==> config.mk <==
export PLATFORM = sky130hd
export DESIGN_NAME = adcwin_alarm_top
export DESIGN_NICKNAME = d
export VERILOG_FILES = /design/src/rtl/adcwin_pkg.sv /design/src/rtl/adcwin_thresh.sv /design/src/rtl/adcwin_classify.sv /design/src/rtl/adcwin_chan_fsm.sv /design/src/rtl/adcwin_alarm_top.sv
export SDC_FILE = /design/constraint.sdc
export NUM_CORES = 1
export LEC_CHECK = 0
export BUFFER_PORTS_ARGS = -buffer_cell sky130_fd_sc_hd__buf_2
export CAP_MARGIN = 15
export CELL_PAD_IN_SITES_DETAIL_PLACEMENT = 2
export CELL_PAD_IN_SITES_GLOBAL_PLACEMENT = 2
export CORE_MARGIN = 2
export CORE_UTILIZATION = 35
export CTS_CLUSTER_SIZE = 40
export DETAILED_ROUTE_END_ITERATION = 16
export PLACE_DENSITY = 0.84
export SYNTH_ARGS = -nofsm -noshare
export SYNTH_HDL_FRONTEND = slang
export SYNTH_SLANG_ARGS = --single-unit
==> constraint.sdc <==
create_clock -name clk -period 11.5 [get_ports clk]
set_clock_uncertainty 0.05 [all_clocks]
set_input_delay 2.3 -clock clk [delete_from_list [all_inputs] [get_ports clk]]
set_output_delay 2.3 -clock clk [all_outputs]
set_load 0.02 [all_outputs]
==> src/rtl/adcwin_pkg.sv <==
package adcwin_pkg;

    // Per-channel detector states
    typedef enum logic [1:0] {
        ST_QUIET   = 2'd0,
        ST_ARMING  = 2'd1,
        ST_TRIPPED = 2'd2
    } win_state_e;

endpackage

==> src/rtl/adcwin_thresh.sv <==
// Narrowed-window thresholds with saturation at both ends of the code range.
module adcwin_thresh #(
    parameter int CODE_W = 12,
    parameter int HYST_W = 7
) (
    input  logic [CODE_W-1:0] lim_hi,
    input  logic [CODE_W-1:0] lim_lo,
    input  logic [HYST_W-1:0] hyst,
    output logic [CODE_W-1:0] clr_hi,
    output logic [CODE_W-1:0] clr_lo
);
    localparam int EXT_W = CODE_W + 1;

    logic [EXT_W-1:0] hyst_ext;
    logic [EXT_W-1:0] hi_diff;
    logic [EXT_W-1:0] lo_sum;

    always_comb begin
        hyst_ext = EXT_W'(hyst);
        hi_diff  = {1'b0, lim_hi} - hyst_ext;
        lo_sum   = {1'b0, lim_lo} + hyst_ext;
        // borrow out of the subtraction means the threshold would go below 0
        clr_hi   = hi_diff[EXT_W-1] ? '0 : hi_diff[CODE_W-1:0];
        // carry out of the addition means the threshold would pass full scale
        clr_lo   = lo_sum[EXT_W-1] ? '1 : lo_sum[CODE_W-1:0];
    end
endmodule

==> src/rtl/adcwin_classify.sv <==
// Raw-window and narrowed-window comparison of one result.
module adcwin_classify #(
    parameter int CODE_W = 12
) (
    input  logic [CODE_W-1:0] code,
    input  logic [CODE_W-1:0] lim_hi,
    input  logic [CODE_W-1:0] lim_lo,
    input  logic [CODE_W-1:0] clr_hi,
    input  logic [CODE_W-1:0] clr_lo,
    output logic              out_of_range,
    output logic              well_inside
);
    always_comb begin
        out_of_range = (code > lim_hi) || (code < lim_lo);
        well_inside  = (code < clr_hi) && (code > clr_lo);
    end
endmodule

==> src/rtl/adcwin_chan_fsm.sv <==
// Debounce and hysteresis state machine for one channel.
module adcwin_chan_fsm
    import adcwin_pkg::*;
#(
    parameter int TRIP_W = 3
) (
    input  logic              clk,
    input  logic              rst,
    input  logic              enable,
    input  logic              hit,
    input  logic              out_of_range,
    input  logic              well_inside,
    input  logic [TRIP_W-1:0] trip_count,
    output logic              alarm
);
    win_state_e        state_q, state_d;
    logic [TRIP_W-1:0] cnt_q, cnt_d;
    logic [TRIP_W-1:0] trip_eff;
    logic [TRIP_W-1:0] cnt_inc;

    always_comb begin
        trip_eff = (trip_count == '0) ? TRIP_W'(1) : trip_count;
        cnt_inc  = cnt_q + TRIP_W'(1);
        state_d  = state_q;
        cnt_d    = cnt_q;
        if (!enable) begin
            // DISABLE
            state_d = ST_QUIET;
            cnt_d   = '0;
        end else if (hit) begin
            unique case (state_q)
                ST_QUIET, ST_ARMING: begin
                    if (out_of_range) begin
                        if (cnt_inc >= trip_eff) begin
                            // TRIP
                            state_d = ST_TRIPPED;
                            cnt_d   = '0;
                        end else begin
                            // ARM or ADVANCE
                            state_d = ST_ARMING;
                            cnt_d   = cnt_inc;
                        end
                    end else begin
                        // ABORT (or stay quiet)
                        state_d = ST_QUIET;
                        cnt_d   = '0;
                    end
                end
                ST_TRIPPED: begin
                    if (well_inside) begin
                        // RECOVER
                        state_d = ST_QUIET;
                    end
                    cnt_d = '0;
                end
                default: begin
                    state_d = ST_QUIET;
                    cnt_d   = '0;
                end
            endcase
        end
    end

    // State register
    always_ff @(posedge clk) begin
        if (rst) begin
            state_q <= ST_QUIET;
            cnt_q   <= '0;
        end else begin
            state_q <= state_d;
            cnt_q   <= cnt_d;
        end
    end

    // Output register
    always_ff @(posedge clk) begin
        if (rst) begin
            alarm <= 1'b0;
        end else begin
            alarm <= (state_d == ST_TRIPPED);
        end
    end
endmodule

==> src/rtl/adcwin_alarm_top.sv <==
module adcwin_alarm_top #(
    parameter int NUM_CH = 4,
    parameter int CODE_W = 12,
    parameter int HYST_W = 7,
    parameter int TRIP_W = 3,
    localparam int CH_W  = (NUM_CH > 1) ? $clog2(NUM_CH) : 1,
    localparam int LIM_W = NUM_CH * CODE_W
) (
    input  logic              clk,
    input  logic              rst,
    input  logic              conv_valid,
    input  logic [CH_W-1:0]   conv_chan,
    input  logic [CODE_W-1:0] conv_code,
    input  logic [LIM_W-1:0]  lim_hi_flat,
    input  logic [LIM_W-1:0]  lim_lo_flat,
    input  logic [TRIP_W-1:0] trip_count,
    input  logic [HYST_W-1:0] hyst,
    input  logic [NUM_CH-1:0] chan_en,
    output logic [NUM_CH-1:0] alarm
);
    for (genvar g = 0; g < NUM_CH; g++) begin : g_ch
        logic [CODE_W-1:0] hi_w, lo_w, clr_hi_w, clr_lo_w;
        logic              hit_w, oor_w, inside_w;

        assign hi_w  = lim_hi_flat[g*CODE_W +: CODE_W];
        assign lo_w  = lim_lo_flat[g*CODE_W +: CODE_W];
        assign hit_w = conv_valid && (conv_chan == CH_W'(g));

        adcwin_thresh #(.CODE_W(CODE_W), .HYST_W(HYST_W)) thresh_i (
            .lim_hi (hi_w),
            .lim_lo (lo_w),
            .hyst   (hyst),
            .clr_hi (clr_hi_w),
            .clr_lo (clr_lo_w)
        );

        adcwin_classify #(.CODE_W(CODE_W)) classify_i (
            .code         (conv_code),
            .lim_hi       (hi_w),
            .lim_lo       (lo_w),
            .clr_hi       (clr_hi_w),
            .clr_lo       (clr_lo_w),
            .out_of_range (oor_w),
            .well_inside  (inside_w)
        );

        adcwin_chan_fsm #(.TRIP_W(TRIP_W)) fsm_i (
            .clk          (clk),
            .rst          (rst),
            .enable       (chan_en[g]),
            .hit          (hit_w),
            .out_of_range (oor_w),
            .well_inside  (inside_w),
            .trip_count   (trip_count),
            .alarm        (alarm[g])
        );
    end
endmodule

==> results.md <==
- The first-pass GRT wire length is 56.4 mm.
- The highest achievable clock rate is 0.148 GHz.
- Subtracting the final worst setup slack from the clock period gives 6.74 ns.
- In this run the number of H-tree levels came out at 1.
- The cell sitting at the root of the clock tree is a clkbuf_16.
- The height of the die is 164 um.
- For this configuration, the core starts out at a cell density of 0.355.
- The weighted congestion reported at the end of routability-driven placement is 0.869.
- The final count of negative-setup-slack endpoints is 0.
- The total clock sinks is 24.
- For the final routed database, the setup TNS stands at 0 ns.
- Summed over all layers, the routed wires come to 36.3 mm.
- The data arrival at the endpoint of the critical path is 6.92 ns.
- Counting both buffers and inverters, the worst setup path holds a total of 1.
- The overall power of the completed layout is 0.000662 W.
- The number of antenna violations at the first check in global routing was 5.
- The smallest hold slack is 0.415 ns.
- Timing analysis after detailed placement gives a worst setup slack of 4.65 ns.
- The peak supply drop is 0.0507 mV.
- The clock latency on the worst-skew pair is 0.28 ns.
- The hold violation count in the final report is 0.
- The hold buffer count at cts is 0.
- The number of rows created at floorplan is 58.
- In the global route stage, met2 resource usage came out at 0.473.
- The horizontal die dimension is 164 um.
- At the end of the flow, the number of nets in the layout was 1700.
- Dividing the final minimum period by the clock period gives 0.586.
- The residual overflow from global routing is 0.
- The count of flip-flops with a built-in enable after synthesis is 0.
- The cell area after technology mapping is 8920 um^2.
- The launching point of the worst reg2reg path is g_ch[0].fsm_i.cnt_q[0]$_SDFFE_PP0P_.
- The area of the die is 26800 um^2.
- The number of pins with negative max-slew slack in the final report is 0.
- The share of layout cells above drive strength 1 is 0.120.
- The largest net degree at the start of global routing is 17.
- The number of port buffers is 130.
- The analysis attributes to cell leakage a power of 5.21 nW.
- The worst hold path begins at g_ch[3].fsm_i.cnt_q[1]$_SDFFE_PP0P_.
- After synthesis the netlist holds a flip-flop and latch count of 24.
- The area of the core is 25100 um^2.
- The detailed-route vias per instance is 5.83.
- Compared with the post-synthesis result, the final layout area differs by 12.6%.
- The post-CTS setup buffer count is 0.
- The number of detailed-routing iterations run before antenna repair is 4.
- The transition at the pin with the smallest max-transition slack is 0.981 ns.
- The biggest area contributor in the post-synthesis netlist is ha_1.
- The worst setup path is captured at a register.
- The count of cells in the finished layout, fillers not included, comes to 1640.
- The total via count after detailed routing is 9563.
- The count of nets left with antenna violations once routing finished came out at 0.
- Averaged over all synthesized cells, the footprint is 7.54 um^2.
- The number of clock buffers added by TritonCTS is 3.
- The Yosys step of the flow raised 0 warnings.
- The net count after synthesis is 1574.
- Across every metal layer, demand over resource in global routing totals 0.270.
- The launching element type of the critical path is an input pin.
- Of the post-synthesis cell area, the dominant cell type holds 0.359.
- In this run, the number of DRC markers left after iteration 0 of detailed routing was 321.
- The met3 capacity usage during global routing is 0.0348.
- Detailed placement ended at an HPWL of 29.6 mm.
- The commonest cells after synthesis are 256 x ha_1, 130 x inv_1, 101 x nor2_1.
- The critical path in this run is classified as in2reg.
- Of all flip-flops after synthesis, the portion carrying an async set or reset was 0.
- The met1 usage in global routing is 0.346.
- The synthesized netlist contains 68 unique library cells.
- By area the synthesized netlist is led by ha_1 36%, inv_1 5.5%, dfxtp_1 5.4%.
- Setup repair after global routing left no endpoint under its margin.
- The part of the Yosys area used for sequential elements is 0.0539.
- The number of primary I/O pins is 131.
- The max-capacitance violation count is 0.
- The top flip-flop cell by instance count after synthesis is dfxtp_1.
- In this design, the critical path's most frequently occurring cell is a21o_1.
- Counting the fill cells in the layout gives 3073.
- The number of global-route vias before repair is 10500.
- The run finished with clean final reports.
- Clock-pin slew was measured on the worst setup and hold paths at 0.08 ns.
- The power per unit of standard cell area is 65.9 nW/um^2.
- The number of placed instances with taps included is 1634.
- Among all cell types in the netlist, the one instantiated most often is ha_1.
- Walking the worst path, the cells encountered are buf_2, ha_1, fa_1, a21o_1, a21o_1, a21oi_1, o21ai_0, nor4b_2, nor3_1, a21o_1, ha_1, a21oi_1, nor2b_1, o21ai_0, nand2b_1, o311a_1, a2111oi_0, or3_2.
- The setup check on the worst reg-to-reg path leaves a slack of 9.01 ns.
- Setup slack on the critical path of the routed design comes to 4.76 ns.
- The average detailed-routed wire length per instance is 22.1 um.
- The worst hold path belongs to the class reg2reg.
- The first element of the critical path is hyst[0].
- The CTS tree is yes.
- The relative slew slack is 0.342.
- After detailed routing, the number of remaining DRC violations is 0.
- The number of instances in the synthesized netlist is 1183.
- In this design, the largest share of critical-path delay is due to compound AO/OA/AOI/OAI gates.
- The data required time at the worst endpoint is 11.67 ns.
- No sink is reached through more buffers than the 2 on the longest clock path.
- Gates resized during post-CTS repair numbered 0.
- The slowest cell on the critical path is a2111oi_0.
- On the worst path, the slowest cell contributes a delay of 0.80 ns.
- The worst-path maximum fanout is 9.
- The global routing stage identified its most utilized layer as met2.
==> cell type report <==
cell class,instances,area (um^2),share of cell area
Antenna cell,2,5.00,0.000498
Clock buffer,3,75.1,0.00748
Clock inverter,1,30.0,0.00299
Inverter,130,488,0.0486
Multi-Input combinational cell,1020,7900,0.787
Sequential cell,24,480,0.0479
Tap cell,330,413,0.0411
Timing Repair Buffer,130,651,0.0648
==> worst register-to-register path, delay by kind of cell, from the launching register on <==
| family | cells | cell delay (ns) |
|---|---|---|
| flip-flops | 1 | 0.36 |
| AND/OR/NAND/NOR | 1 | 0.21 |
| adder cells (fa/ha/maj) | 2 | 0.63 |
| AO/OA/AOI/OAI | 5 | 1.14 |
==> per-stage QoR <==
stage | cell area [um^2] | utilization
floorplan | 8920 | -
global placement | 9930 | 0.396
detailed placement | 9930 | 0.396
CTS | 10000 | 0.400
global route | 10000 | 0.400
finish | 10000 | 0.400
==> per-layer routing <==
metal  wire length [um]  up-vias
met2              17300      195
met1              16500     4703
met5                 27        -
met4               1080        4
met3               1380       68
li1                   -     4593
==> placed cells by master, fill, tap and decap left out, types with 8 or more instances in the layout <==
| cell | count |
|---|---|
| a31oi_1 | 10 |
| or3_1 | 10 |
| nand2_1 | 74 |
| nand4_1 | 36 |
| mux2i_1 | 14 |
| nor3_1 | 28 |
| o21bai_1 | 8 |
| dfxtp_1 | 24 |
| ha_1 | 256 |
| o21ai_0 | 59 |
| a21o_1 | 37 |
| nand3_1 | 24 |
| inv_1 | 130 |
| a211o_1 | 10 |
| xnor2_1 | 28 |
| fa_1 | 8 |
| nor2b_1 | 30 |
| buf_2 | 130 |
| nand2b_1 | 25 |
| or2_2 | 9 |
| o211ai_1 | 10 |
| nor2_1 | 101 |
| o21a_1 | 18 |
| nand3b_1 | 8 |
| a21oi_1 | 94 |
| a211oi_1 | 21 |
| xor2_1 | 15 |
==> final timing paths <==
check                           depth (start not counted)                                   to
worst min-delay path                                    2  g_ch[3].fsm_i.cnt_q[1]$_SDFFE_PP0P_
worst max register to register                          8       g_ch[0].fsm_i.alarm$_SDFF_PP0_
worst max-delay path                                   18  g_ch[0].fsm_i.state_q[1]$_SDFF_PP0_
worst min register to register                          2  g_ch[3].fsm_i.cnt_q[1]$_SDFFE_PP0P_
==> cell families (layout without fill, tap and decap cells) <==
logic type | after synthesis | count (layout) | synth area share
XOR/XNOR | 43 | 43 | 0.0422
AO/OA/AOI/OAI | 317 | 317 | 0.231
other | 0 | 2 | 0
adder cells (fa/ha/maj) | 264 | 264 | 0.377
buffers and inverters | 139 | 264 | 0.0605
flip-flops | 24 | 24 | 0.0539
AND/OR/NAND/NOR | 381 | 381 | 0.218
multiplexers | 15 | 15 | 0.0170
==> sequential cells by signal (all words and copies together) (netlist names) <==
register / flops
g_ch.fsm_i.alarm: 4
g_ch.fsm_i.state_q: 8
g_ch.fsm_i.cnt_q: 12
==> where the power goes <==
part / switching, W / internal, W / total [W]
Combinational: 0.000276 / 0.000191 / 0.000468
Sequential: 0.000000920 / 0.0000840 / 0.0000849
Clock: 0.0000397 / 0.0000696 / 0.000109
No activity file was read; power rests on OpenSTA's default activity.
